<file path="src/rtl/pgm_port_target.sv">
module pgm_port_target #(
  parameter int          PTR_W    = 22,
  parameter int          MEM_AW   = 8,
  parameter logic [7:0]  FILL_MUL = 8'd37,
  parameter logic [7:0]  FILL_ADD = 8'h5B
) (
  input  logic clk,
  input  logic rst_n,
  input  logic pclk_in,
  input  logic pdat_in,
  output logic pdat_out,
  output logic pdat_oe
);
  localparam int CNT_W = 5;
  localparam int DEPTH = 1 << MEM_AW;
  localparam logic [CNT_W-1:0] CMD_END  = CNT_W'(4);
  localparam logic [CNT_W-1:0] FETCH_AT = CNT_W'(11);
  localparam logic [CNT_W-1:0] SEND_AT  = CNT_W'(12);
  localparam logic [CNT_W-1:0] LAST     = CNT_W'(19);
  localparam logic [3:0] C_CORE = 4'b0000;
  localparam logic [3:0] C_TRD  = 4'b1001;
  localparam logic [7:0] OP_LIT = 8'h0E;
  localparam logic [7:0] OP_STO = 8'h6E;
  localparam logic [7:0] SEL_UP = 8'hF8;
  localparam logic [7:0] SEL_HI = 8'hF7;
  localparam logic [7:0] SEL_LO = 8'hF6;

  logic [2:0]       ck_s;
  logic [1:0]       dt_s;
  logic [CNT_W-1:0] cnt;
  logic [3:0]       cmd;
  logic [15:0]      op;
  logic [7:0]       wreg;
  logic [PTR_W-1:0] ptr;
  logic [7:0]       rsh;
  logic [7:0]       mem [DEPTH];

  for (genvar i = 0; i < DEPTH; i++) begin : g_fill
    assign mem[i] = 8'(i * FILL_MUL + FILL_ADD);
  end

  wire        rise    = ck_s[1] & ~ck_s[2];
  wire        fall    = ~ck_s[1] & ck_s[2];
  wire        din     = dt_s[1];
  wire [15:0] op_nx   = {din, op[15:1]};
  wire [3:0]  cmd_nx  = {din, cmd[3:1]};
  wire        is_trd  = (cmd == C_TRD);
  wire        in_mem  = (ptr >> MEM_AW) == '0;
  wire [7:0]  rd_byte = in_mem ? mem[ptr[MEM_AW-1:0]] : 8'hFF;

  always_ff @(posedge clk) begin
    if (!rst_n) begin
      ck_s <= '0;
      dt_s <= '0;
    end else begin
      ck_s <= {ck_s[1:0], pclk_in};
      dt_s <= {dt_s[0], pdat_in};
    end
  end

  always_ff @(posedge clk) begin
    if (!rst_n) begin
      cnt      <= '0;
      cmd      <= '0;
      op       <= '0;
      wreg     <= '0;
      ptr      <= '0;
      rsh      <= '0;
      pdat_oe  <= 1'b0;
      pdat_out <= 1'b0;
    end else if (fall) begin
      cnt <= (cnt == LAST) ? '0 : cnt + 1'b1;
      if (cnt < CMD_END) cmd <= cmd_nx;
      else               op  <= op_nx;
      if (is_trd && cnt == FETCH_AT) begin
        rsh <= rd_byte;
        ptr <= ptr + 1'b1;
      end
      if (cnt == LAST) begin
        pdat_oe <= 1'b0;
        if (cmd == C_CORE) begin
          if (op_nx[15:8] == OP_LIT) wreg <= op_nx[7:0];
          else if (op_nx[15:8] == OP_STO) begin
            case (op_nx[7:0])
              SEL_UP:  ptr[PTR_W-1:16] <= wreg[PTR_W-17:0];
              SEL_HI:  ptr[15:8]       <= wreg;
              SEL_LO:  ptr[7:0]        <= wreg;
              default: ;
            endcase
          end
        end
      end
    end else if (rise && is_trd && cnt >= SEND_AT) begin
      pdat_oe  <= 1'b1;
      pdat_out <= rsh[0];
      rsh      <= {1'b0, rsh[7:1]};
    end
  end
endmodule

</file>
<file path="config.mk">
export PLATFORM = sky130hd
export DESIGN_NAME = pgm_port_target
export DESIGN_NICKNAME = d
export VERILOG_FILES = /design/src/rtl/pgm_port_target.sv
export SDC_FILE = /design/constraint.sdc
export NUM_CORES = 1
export LEC_CHECK = 0
export BUFFER_PORTS_ARGS = -buffer_cell sky130_fd_sc_hd__buf_2
export CORE_ASPECT_RATIO = 1.4
export CORE_MARGIN = 3
export CORE_UTILIZATION = 40
export DETAILED_ROUTE_END_ITERATION = 10
export PLACE_DENSITY_LB_ADDON = 0.3
export SETUP_SLACK_MARGIN = 0.2
export SLEW_MARGIN = 20
export SYNTH_ARGS = -nofsm -noshare
export SYNTH_HDL_FRONTEND = slang
export SYNTH_SLANG_ARGS = --single-unit
</file>
<file path="constraint.sdc">
create_clock -name clk -period 4.8 [get_ports clk]
set_input_delay 0.48 -clock clk [delete_from_list [all_inputs] [get_ports clk]]
set_output_delay 0.48 -clock clk [all_outputs]
set_load 0.02 [all_outputs]
</file>
==> results.md <==
* HP Class: input pin to register
* Prevailing post-synth register cell: dfxtp_1
* Vias per cell at 6.145
* DR pass1 iterations at 5
* Max-cap violation count at 0
* Final Hold Vio Count at 0
* Synth Cell Area at 4483 µm²
* Seq pwr share at 48.1%
* ANT cells at 0
* Leakage at 1.513 nW
* Overall Power at 1.204 mW
* Die height at 131.3 µm
* Vias in the first global route at 4,056
* Clock latency on the worst-skew pair at 340 ps
* Relative max-transition margin at 31.89%
* Critical Path Sink Type: register
* Commonest non-fill, non-tap cell in the layout: nand2_1
* Pwr dens at 249.0 nW/µm²
* Clock power share at 49.5%
* First-iteration detailed-routing DRC count at 415
* Placed Area at 4569 µm²
* Least-Margin Pin Slew at 1022 ps
* Via count at 4,289
* TritonCTS buffer count at 9
* CP Max Fanout at 17
* Most frequent cells in the layout: nand2_1 (85), dfxtp_1 (69), nor2_1 (36)
* Setup crit start kind: register
* H-tree depth at 3
* IO Port Bufs at 5
* DRT antenna net count at 0
* Final setup viols at 0
* Finished Cell Area at 4835 µm²
* Largest net degree at the start of global routing at 42
* Layout area overhead at 7.843%
* Sequential fraction of the synthesis area at 30.81%
* Netlist cell types at 78
* Post-Route WL at 12.12 mm
* Final clock skew at 7.926 ps
* CTS clock-pin slew for the worst setup and hold paths at 50 ps
* Dpl ws at 1888 ps
* Hold-fix buffers at CTS at 0
* Switching Fraction at 21.67%
* RSZ-0062 raised after global routing: no
* Final Worst Setup Slack at 1861 ps
* Nets at 569
* Worst R2R Setup Slack at 1860 ps
* Max incr delay on CP at 670 ps
* Fill cell count at 1,112
* Crit Path Class: register to register
* Clk buf depth at 2
* Ys async rst share at 0%
* First-pass GRT wire length at 20.01 mm
* Peak Freq at 340.3 MHz
* P_int at 0.9429 mW
* Resized cells post-CTS at 0
* Dpl hpwl at 8.521 mm
* Die width at 95.48 µm
* Initial core utilization at 41.04%
* Data required time of the critical path at 5010 ps
* DRC at 0
* Initial antenna violation count at 0
* CTS root buffer: clkbuf_16
* Synthesized flop and latch total at 69
* Status: finished, final reports clean
* Die ar. at 12,530 µm²
* Crit path buffers/inverters at 1
* Post-Synthesis Cells at 572
* Slew Limit Fails at 0
* GRT Overall Usage at 20.00%
* Util after Layout at 44.26%
* Worst path cell trace: inv_1, ha_1, or3b_2, o311a_1, a2111oi_0, a31oi_1, o31ai_1, a21boi_0
* Wire length per cell at 17.36 µm
* Final TNS setup at 0 ps
* Yosys Warn Count at 0
* Row cnt at 45
* Critical path's slowest cell: dfxtp_1
* Cell family with most CP delay: compound AO/OA/AOI/OAI gates
* Setup bufs post-CTS at 0
* Floorplan core area at 10,920 µm²
* Net Count, Synth at 587
* Grt ovf at 0
* EDFF count, synth at 0
* CTS tree: yes
* Comb power frac at 2.5%
* CP Data Arrival Time at 3150 ps
* Peak supply drop at 0.0001968 V
* P_sw at 0.2608 mW
* Mean Syn Cell Area at 7.838 µm²
* # clock sinks at 69
* Tmin final at 2939 ps
* I/O Pins at 6
* Gpl congestion at 0.9506
* Share of cells above drive strength 1 at 7.899%
* Fin crit share at 61.23%
[kinds of logic (layout without fill, tap and decap cells)]
family | count (synthesis) | count (layout) | share of synthesized area, %
buffers and inverters | 54 | 39 | 4.717
flip-flops | 69 | 69 | 30.81
AND/OR/NAND/NOR | 240 | 240 | 29.08
adder cells (fa/ha/maj) | 11 | 11 | 3.070
AO/OA/AOI/OAI | 177 | 177 | 27.24
XOR/XNOR | 6 | 6 | 1.172
multiplexers | 15 | 15 | 3.907
[routing by layer]
layer	global-route usage [%]	part of all wire, %	vias up
met5	0	0	-
met4	11.87	5.2	0
met3	3.895	5.7	46
met2	31.98	48	163
met1	24.36	41	2031
li1	-	-	2049
[worst reg2reg max path, delay by kind of cell, from the launching register on]
family	cells	cell delay (ps)
AOI/OAI and AO/OA	5	970
adders and majority gates	1	470
DFF	1	670
buffers and inverters	1	230
and+or+nand+nor	1	460
[cell type report]
class / count / area [µm²] / share of cell area, %
clock buffer: 10 / 239.0 / 4.943
sequential: 69 / 1381 / 28.57
multi-input combinational: 449 / 2893 / 59.83
tap: 141 / 176.4 / 3.649
timing repair buffer: 10 / 62.56 / 1.294
clock inverter: 4 / 26.28 / 0.5435
inverter: 15 / 56.30 / 1.165
[power by group through the flow]
stage,logic (mW),clock network [mW],registers [mW]
2_1_floorplan,0.0213,0,0.590
3_3_place_gp,0.0289,0,0.591
3_5_place_dp,0.0293,0,0.591
4_1_cts,0.0293,0.608,0.578
5_1_grt,0.0326,0.631,0.579
6_report,0.0296,0.596,0.579
[sequential cells by signal (all words and copies together), names as in the netlist]
name / count
pdat_out: 1
cmd: 4
wreg: 8
ck_s: 3
cnt: 5
rsh: 8
pdat_oe: 1
op: 15
ptr: 22
dt_s: 2
[path summary, 6_finish.rpt]
path	start	end	depth (start not counted)
worst min register to register	ck_s[0]	ck_s[1]	1
worst max register to register	ptr[1]	rsh[6]	8
worst min-delay path	pclk_in	ck_s[0]	2
worst max-delay path	ptr[1]	rsh[6]	8
[through the flow]
stage          hold slack [ps]  cells
3_5_place_dp             424.2    684
2_1_floorplan            411.9    572
4_1_cts                  341.4    698
6_report                 345.8    698
3_3_place_gp             413.7    684
5_1_grt                  360.2    698
[cell usage after synthesis, types with 8 or more instances]
cell type	count	share of area, %
a21boi_0	32	5.4
nor4_1	8	1.1
a21oi_1	32	3.6
o22ai_1	9	1.3
dfxtp_1	69	31
a211oi_1	14	2.3
inv_1	14	1.2
mux2i_1	13	2.9
nand3_1	21	2.3
nand2_1	85	7.1
nor2b_1	24	3.3
clkbuf_1	32	2.7
a32o_1	8	1.8
ha_1	11	3.1
nand2b_1	10	1.4
nor2_1	36	3.0
and2_1	9	1.3
o21ai_0	28	3.1
Note: power is estimated with default switching activity, not from simulation.
